`src/rtl/cfm_pkg.sv`:
```
package cfm_pkg;
  localparam int FLD_W  = 4;
  localparam int NUM_FLD = 8;
  localparam int FIDX_W = $clog2(NUM_FLD);
  localparam int BIDX_W = $clog2(FLD_W);
  localparam int TGT_W  = FIDX_W + BIDX_W;

  typedef enum logic [2:0] {
    OP_FLD2BIT = 3'd0,
    OP_FLD2INT = 3'd1,
    OP_INT4FLD = 3'd2,
    OP_INT1FLD = 3'd3,
    OP_FLD2FLD = 3'd4,
    OP_FLDMOVE = 3'd5,
    OP_FLD2CRB = 3'd6,
    OP_NONE    = 3'd7
  } cfm_op_e;
endpackage

```
`src/rtl/cfm_rst_sync.sv`:
```
module cfm_rst_sync (
  input  logic clk,
  input  logic rst_n,
  output logic rst_n_s
);
  logic meta_q, sync_q;

  always_ff @(posedge clk or negedge rst_n) begin
    if (!rst_n) begin
      meta_q <= 1'b0;
      sync_q <= 1'b0;
    end else begin
      meta_q <= 1'b1;
      sync_q <= meta_q;
    end
  end

  assign rst_n_s = sync_q;
endmodule

```
`src/rtl/cfm_test_bits.sv`:
```
module cfm_test_bits #(
  parameter int W = cfm_pkg::FLD_W
) (
  input  logic [W-1:0] mask,
  input  logic [W-1:0] mode,
  input  logic [W-1:0] probe,
  output logic [W-1:0] tbits,
  output logic         any_hit,
  output logic         all_hit
);
  for (genvar k = 0; k < W; k++) begin : g_bit
    assign tbits[k] = mask[k] & ~(mode[k] ^ probe[k]);
  end

  assign any_hit = |tbits;
  assign all_hit = &tbits;
endmodule

```
`src/rtl/cfm_field_merge.sv`:
```
module cfm_field_merge #(
  parameter int W = cfm_pkg::FLD_W
) (
  input  logic [W-1:0] base,
  input  logic [W-1:0] mask,
  input  logic [W-1:0] old,
  input  logic [W-1:0] mode,
  input  logic         keep_old,
  input  logic         invert,
  output logic [W-1:0] result
);
  logic [W-1:0] kept;
  logic [W-1:0] flip;

  assign kept   = keep_old ? (old & ~mask) : '0;
  assign flip   = invert ? mode : '0;
  assign result = (base | kept) ^ flip;
endmodule

```
`src/rtl/cfm_summary.sv`:
```
module cfm_summary #(
  parameter int INT_W = 64,
  parameter int W     = cfm_pkg::FLD_W
) (
  input  logic [INT_W-1:0] value,
  output logic [W-1:0]     sum
);
  logic is_neg, is_zero;

  assign is_neg  = value[INT_W-1];
  assign is_zero = (value == '0);

  always_comb begin
    sum    = '0;
    sum[0] = is_neg;
    sum[1] = ~is_neg & ~is_zero;
    sum[2] = is_zero;
  end
endmodule

```
`src/rtl/cfm_unit.sv`:
```
module cfm_unit #(
  parameter int INT_W = 64
) (
  input  logic                         clk,
  input  logic                         rst_n,
  input  logic                         in_valid,
  input  logic [2:0]                   in_op,
  input  logic [cfm_pkg::FLD_W-1:0]    in_mask,
  input  logic [cfm_pkg::FLD_W-1:0]    in_mode,
  input  logic                         in_merge,
  input  logic                         in_record,
  input  logic [cfm_pkg::FLD_W-1:0]    in_src_fld,
  input  logic [cfm_pkg::FLD_W-1:0]    in_dst_old,
  input  logic [INT_W-1:0]             in_int,
  input  logic                         in_int_is_r0,
  input  logic [cfm_pkg::TGT_W-1:0]    in_bit_tgt,
  output logic                         out_valid,
  output logic [INT_W-1:0]             out_int,
  output logic                         out_int_we,
  output logic [cfm_pkg::FLD_W-1:0]    out_fld,
  output logic                         out_fld_we,
  output logic                         out_bit_we,
  output logic [cfm_pkg::FIDX_W-1:0]   out_bit_fld,
  output logic [cfm_pkg::BIDX_W-1:0]   out_bit_idx,
  output logic                         out_bit_val,
  output logic                         out_sum_we,
  output logic [cfm_pkg::FLD_W-1:0]    out_sum
);
  import cfm_pkg::*;

  cfm_op_e op;
  assign op = cfm_op_e'(in_op);

  logic rst_n_s;
  cfm_rst_sync u_rst (.clk(clk), .rst_n(rst_n), .rst_n_s(rst_n_s));

  // Probe selection and field-base selection.
  logic [FLD_W-1:0] probe, tbits, fld_base, fld_res;
  logic             any_hit, all_hit, reduced, invert;
  logic             int_lsb;

  assign int_lsb = in_int_is_r0 ? 1'b0 : in_int[0];

  always_comb begin
    probe = in_src_fld;
    unique case (op)
      OP_INT4FLD: probe = in_int[FLD_W-1:0];
      OP_INT1FLD: probe = {FLD_W{int_lsb}};
      default:    probe = in_src_fld;
    endcase
  end

  cfm_test_bits #(.W(FLD_W)) u_test (
    .mask(in_mask), .mode(in_mode), .probe(probe),
    .tbits(tbits), .any_hit(any_hit), .all_hit(all_hit)
  );

  assign reduced  = in_merge ? any_hit : all_hit;
  assign invert   = (op == OP_FLDMOVE);
  assign fld_base = invert ? (in_mask & in_src_fld) : tbits;

  cfm_field_merge #(.W(FLD_W)) u_merge (
    .base(fld_base), .mask(in_mask), .old(in_dst_old), .mode(in_mode),
    .keep_old(in_merge), .invert(invert), .result(fld_res)
  );

  // Next-state decode.
  logic             int_we_d, fld_we_d, bit_we_d, sum_we_d;
  logic [INT_W-1:0] int_d;
  logic [FLD_W-1:0] fld_d, sum_d;
  logic [FIDX_W-1:0] bfld_d;
  logic [BIDX_W-1:0] bidx_d;
  logic             bval_d;

  always_comb begin
    int_we_d = 1'b0;
    fld_we_d = 1'b0;
    bit_we_d = 1'b0;
    int_d    = '0;
    fld_d    = '0;
    bfld_d   = '0;
    bidx_d   = '0;
    bval_d   = 1'b0;
    unique case (op)
      OP_FLD2BIT: begin
        int_we_d = 1'b1;
        int_d[0] = reduced;
      end
      OP_FLD2INT: begin
        int_we_d         = 1'b1;
        int_d[FLD_W-1:0] = tbits;
      end
      OP_INT4FLD, OP_INT1FLD, OP_FLD2FLD, OP_FLDMOVE: begin
        fld_we_d = 1'b1;
        fld_d    = fld_res;
      end
      OP_FLD2CRB: begin
        bit_we_d = 1'b1;
        bfld_d   = in_bit_tgt[TGT_W-1:BIDX_W];
        bidx_d   = in_bit_tgt[BIDX_W-1:0];
        bval_d   = reduced;
      end
      default: ;
    endcase
  end

  cfm_summary #(.INT_W(INT_W), .W(FLD_W)) u_sum (.value(int_d), .sum(sum_d));
  assign sum_we_d = in_record & int_we_d;

  // Register stage.
  always_ff @(posedge clk or negedge rst_n_s) begin
    if (!rst_n_s) begin
      out_valid   <= 1'b0;
      out_int_we  <= 1'b0;
      out_fld_we  <= 1'b0;
      out_bit_we  <= 1'b0;
      out_sum_we  <= 1'b0;
      out_int     <= '0;
      out_fld     <= '0;
      out_bit_fld <= '0;
      out_bit_idx <= '0;
      out_bit_val <= 1'b0;
      out_sum     <= '0;
    end else begin
      out_valid  <= in_valid;
      out_int_we <= in_valid & int_we_d;
      out_fld_we <= in_valid & fld_we_d;
      out_bit_we <= in_valid & bit_we_d;
      out_sum_we <= in_valid & sum_we_d;
      if (in_valid) begin
        out_int     <= int_d;
        out_fld     <= fld_d;
        out_bit_fld <= bfld_d;
        out_bit_idx <= bidx_d;
        out_bit_val <= bval_d;
        out_sum     <= sum_we_d ? sum_d : '0;
      end
    end
  end
endmodule

```
`config.mk`:
```
export PLATFORM = sky130hd
export DESIGN_NAME = cfm_unit
export DESIGN_NICKNAME = d
export VERILOG_FILES = /design/src/rtl/cfm_pkg.sv /design/src/rtl/cfm_rst_sync.sv /design/src/rtl/cfm_test_bits.sv /design/src/rtl/cfm_field_merge.sv /design/src/rtl/cfm_summary.sv /design/src/rtl/cfm_unit.sv
export SDC_FILE = /design/constraint.sdc
export NUM_CORES = 1
export LEC_CHECK = 0
export ABC_AREA = 1
export BUFFER_PORTS_ARGS = -buffer_cell sky130_fd_sc_hd__buf_2
export CAP_MARGIN = 20
export CELL_PAD_IN_SITES_DETAIL_PLACEMENT = 1
export CELL_PAD_IN_SITES_GLOBAL_PLACEMENT = 1
export CORE_MARGIN = 4
export CORE_UTILIZATION = 24
export DETAILED_ROUTE_END_ITERATION = 10
export PLACE_DENSITY = 0.95
export SLEW_MARGIN = 20
export SYNTH_ARGS = -nofsm -noshare
export SYNTH_HDL_FRONTEND = slang
export SYNTH_SLANG_ARGS = --single-unit
```
`constraint.sdc`:
```
create_clock -name clk -period 1.9 [get_ports clk]
set_input_delay 0.285 -clock clk [delete_from_list [all_inputs] [get_ports clk]]
set_output_delay 0.285 -clock clk [all_outputs]
set_load 0.05 [all_outputs]
```
==> flow_results.xml <==
<?xml version="1.0" encoding="UTF-8"?>
<metrics>
  <group name="outcome">
    <metric name="outcome" unit="">complete, no violations</metric>
  </group>
  <group name="sta">
    <metric name="finalCriticalPeriod" unit="ps">1670</metric>
    <metric name="rsz0062_at_grt" unit="">no</metric>
    <metric name="timing_hold_violations_final" unit="">0</metric>
    <metric name="setup_total_negative_slack" unit="ps">0</metric>
    <metric name="timing.fmax" unit="GHz">0.5990</metric>
    <metric name="post-route-period-util" unit="%">87.87</metric>
    <metric name="final.setup_skew" unit="ps">0.6516</metric>
    <metric name="setup_viol" unit="">0</metric>
    <metric name="fin_hold_ws" unit="ps">207.0</metric>
    <metric name="pins_over_slew_limit" unit="">0</metric>
  </group>
  <group name="cells_and_area">
    <metric name="nets" unit="">380</metric>
    <metric name="mostFrequentLayoutCell" unit="">sky130_fd_sc_hd__conb_1</metric>
    <metric name="layout-area-overhead-vs-synth" unit="%">16.05</metric>
    <metric name="antenna-diode-count" unit="">0</metric>
    <metric name="post-route-cell-area" unit="mm^2">0.001972</metric>
    <metric name="layout.cells.most_common_list" unit="">sky130_fd_sc_hd__conb_1 (63), sky130_fd_sc_hd__buf_2 (54), sky130_fd_sc_hd__nand2_1 (41)</metric>
    <metric name="finalCoreUtilization" unit="%">28.86</metric>
    <metric name="fillers" unit="">884</metric>
    <metric name="multi_input_comb_area" unit="um^2">818.3</metric>
    <metric name="fraction_of_layout_cells_with_a_size_suffix_above_1" unit="%">27.92</metric>
    <metric name="regArea" unit="um^2">575.6</metric>
  </group>
  <group name="critical_path">
    <metric name="crit-reg2reg-capture" unit="">out_bit_idx[1]$_DFFE_PN0P_</metric>
    <metric name="crit_arrival" unit="ps">1840</metric>
    <metric name="ff2ff_path_depth" unit="">1</metric>
    <metric name="critPathLaunch" unit="">in_op[1]</metric>
    <metric name="regToRegStartpoint" unit="">out_bit_idx[1]$_DFFE_PN0P_</metric>
    <metric name="r2r_setup_slack" unit="ps">1170</metric>
    <metric name="timing.critical_path.from_type" unit="">primary input</metric>
    <metric name="timing.setup.critical_path_class" unit="">primary input to flip-flop</metric>
    <metric name="worstPathRequired" unit="ps">2070</metric>
    <metric name="critical_path_capture_point_type" unit="">flip-flop</metric>
    <metric name="critical_path_end" unit="">out_sum[1]$_DFFE_PN0P_</metric>
    <metric name="cp_max_fo" unit="">5</metric>
  </group>
  <group name="detailed_routing">
    <metric name="drc" unit="">0</metric>
    <metric name="wl_per_cell" unit="um">12.06</metric>
    <metric name="initial_drt_pass_iterations" unit="">4</metric>
    <metric name="totalWireLength" unit="um">4571</metric>
    <metric name="routed_via_density" unit="">3.873</metric>
    <metric name="detail-route-antenna-nets" unit="">0</metric>
    <metric name="detail_route.iter0.violations" unit="">51</metric>
    <metric name="vias" unit="">1468</metric>
  </group>
  <group name="clock_tree">
    <metric name="h-tree-depth" unit="">1</metric>
    <metric name="cts.root.buffer_cell" unit="">sky130_fd_sc_hd__clkbuf_8</metric>
    <metric name="ctsLongestPathBuffers" unit="">2</metric>
    <metric name="worst_setup_hold_path_clk_slew" unit="ps">80</metric>
    <metric name="insertion_delay" unit="ps">270</metric>
    <metric name="post-cts-setup-buffer-count" unit="">0</metric>
    <metric name="cts_buffers" unit="">3</metric>
    <metric name="clock_sink_count" unit="">23</metric>
    <metric name="cts_tree" unit="">done</metric>
  </group>
  <group name="logic_synthesis">
    <metric name="synth_area_leaders" unit="">sky130_fd_sc_hd__dfrtp_1 (34%), sky130_fd_sc_hd__buf_4 (27%), sky130_fd_sc_hd__nand2_1 (9.1%)</metric>
    <metric name="yosys.area.top_type_share" unit="%">33.87</metric>
    <metric name="synth.yosys.warnings" unit="">0</metric>
    <metric name="ys_ff_latch" unit="">23</metric>
    <metric name="yosysTopAreaCell" unit="">sky130_fd_sc_hd__dfrtp_1</metric>
    <metric name="number_of_distinct_library_cells_after_synthesis" unit="">23</metric>
    <metric name="ys_seq_area_share" unit="%">33.87</metric>
    <metric name="syn-cell-area" unit="mm^2">0.001699</metric>
    <metric name="postSynthCellCount" unit="">218</metric>
    <metric name="synthesis.area_per_instance" unit="um^2">7.794</metric>
  </group>
  <group name="min_path">
    <metric name="worstHoldPathType" unit="">flip-flop to async pin</metric>
  </group>
  <group name="pwr">
    <metric name="p_per_area" unit="mW/mm^2">711.0</metric>
    <metric name="total_leakage_power" unit="uW">0.001156</metric>
    <metric name="max-vdd-ir-drop" unit="V">0.0001936</metric>
  </group>
  <group name="global_route">
    <metric name="grt_start_max_net_pins" unit="">22</metric>
    <metric name="number_of_antenna_violations_at_the_first_check_in_global_routing" unit="">0</metric>
    <metric name="global_route_wire_length_before_repair" unit="um">7203</metric>
    <metric name="gr-usage-met1" unit="%">12.51</metric>
    <metric name="globalRoute.busiestLayer" unit="">met2</metric>
    <metric name="via_count_of_the_first_global_routing_pass" unit="">1485</metric>
    <metric name="gr-usage-met2" unit="%">18.07</metric>
    <metric name="gr-usage-all-layers" unit="%">10.45</metric>
    <metric name="globalRouteMet3Util" unit="%">2.789</metric>
    <metric name="grt_overflow_total" unit="">0</metric>
  </group>
  <group name="floorplanning">
    <metric name="fp.dieW" unit="um">92.14</metric>
    <metric name="die_area" unit="mm^2">0.008490</metric>
    <metric name="initial_utilization" unit="%">24.87</metric>
    <metric name="num_io_pins" unit="">177</metric>
    <metric name="die-height" unit="um">92.14</metric>
    <metric name="design.core.area" unit="mm^2">0.006832</metric>
    <metric name="std_cell_rows" unit="">30</metric>
  </group>
  <group name="place">
    <metric name="globalplace.congestion" unit="">0.8642</metric>
    <metric name="place.detailed.hpwl" unit="um">3892</metric>
    <metric name="placement.io_buffers" unit="">54</metric>
    <metric name="placed_cell_area" unit="mm^2">0.001913</metric>
  </group>
  <group name="run">
    <metric name="max_cap_viol_count" unit="">0</metric>
  </group>
</metrics>
logic make-up (layout without fill, tap and decap cells):
| kind of cell | after synthesis | count (layout) | share of synthesized area [%] |
|---|---|---|---|
| flops | 23 | 23 | 33.87 |
| simple gates | 84 | 84 | 22.46 |
| fa+ha+maj | 2 | 2 | 1.473 |
| other cells | 2 | 63 | 0.4420 |
| compound gates | 26 | 26 | 10.16 |
| buf+inv | 81 | 85 | 31.59 |
metrics by stage:
step	worst slack, ps	total power [uW]	instances
final	230.4	1402	379
after global routing	26.10	1470	379
after CTS	146.9	1414	379
after detailed placement	-129.6	1100	374
after global placement	-22.65	1088	374
after floorplan	75.66	1078	279
power by group:
| group | leakage, uW | internal, uW | switching, uW |
|---|---|---|---|
| clock network | 0.0000255 | 147 | 163 |
| logic | 0.000824 | 98.2 | 471 |
| registers | 0.000307 | 513 | 10.3 |
| total | 0.00116 | 758 | 644 |
how the worst min path moves through the flow:
stage,end,startpoint,cells past startpoint
4_1_cts,out_valid$_DFF_PN0_,in_valid,1
5_1_grt,out_valid$_DFF_PN0_,in_valid,1
2_1_floorplan,u_rst.meta_q$_DFF_PN0_,rst_n,0
3_5_place_dp,u_rst.meta_q$_DFF_PN0_,rst_n,1
6_report,out_bit_fld[0]$_DFFE_PN0P_,u_rst.rst_n_s$_DFF_PN0_,1
3_3_place_gp,u_rst.meta_q$_DFF_PN0_,rst_n,1
what timing repair did:
item | 4_1_cts | 5_1_grt
hold buffers | 1 | 0
endpoints found under the setup margin | 0 | 1
hold endpoints to repair | 2 | 0
resized for setup | 0 | 1
flip-flops by register name, summed over array words and instances (netlist names), 2 cells and up:
signal,flops
out_bit_fld,3
out_bit_idx,2
out_fld,4
out_int,4
out_sum,2
synth_stat cells:
cell type,n
sky130_fd_sc_hd__a21o_1,1
sky130_fd_sc_hd__a21oi_1,2
sky130_fd_sc_hd__a22o_1,5
sky130_fd_sc_hd__a32o_1,4
sky130_fd_sc_hd__buf_4,62
sky130_fd_sc_hd__clkbuf_1,2
sky130_fd_sc_hd__clkinv_1,2
sky130_fd_sc_hd__conb_1,2
sky130_fd_sc_hd__dfrtp_1,23
sky130_fd_sc_hd__ha_1,2
sky130_fd_sc_hd__inv_1,13
sky130_fd_sc_hd__inv_2,2
sky130_fd_sc_hd__nand2_1,41
sky130_fd_sc_hd__nand3_1,19
sky130_fd_sc_hd__nand3_2,4
sky130_fd_sc_hd__nor2_1,14
sky130_fd_sc_hd__nor2_2,1
sky130_fd_sc_hd__nor3_1,1
sky130_fd_sc_hd__nor3_2,1
sky130_fd_sc_hd__o21ai_0,11
sky130_fd_sc_hd__o21ai_1,2
sky130_fd_sc_hd__o22ai_1,1
sky130_fd_sc_hd__or2_2,3
per-layer routing:
layer	up-vias	share of wire, %	routed length, um
li1	709	-	-
met1	672	40	1816
met2	78	48	2215
met3	9	9.6	439
met4	0	2.2	99
met5	-	0	0
worst max-delay path: stages:
cell and delay, ps:
sky130_fd_sc_hd__buf_2 110, sky130_fd_sc_hd__buf_4 140, sky130_fd_sc_hd__nand2_1 60, sky130_fd_sc_hd__nor2_1 40
sky130_fd_sc_hd__nand2_1 140, sky130_fd_sc_hd__nand3_1 150, sky130_fd_sc_hd__nand2_1 90, sky130_fd_sc_hd__nand2_1 60
sky130_fd_sc_hd__nand3_2 90, sky130_fd_sc_hd__nand2_1 80, sky130_fd_sc_hd__o21ai_1 200, sky130_fd_sc_hd__nand3_1 100
sky130_fd_sc_hd__nand2_1 120, sky130_fd_sc_hd__nand2_1 70, sky130_fd_sc_hd__nand2_1 60, sky130_fd_sc_hd__nand2_1 40
cell type report:
type / count / area share, %
sequential: 23 / 29.19
clock inverter: 1 / 0.2538
tap: 96 / 6.091
timing repair buffer: 64 / 17.64
inverter: 17 / 3.236
clock buffer: 3 / 2.094
multi-input combinational: 175 / 41.50
Note: power is estimated with default switching activity, not from simulation.
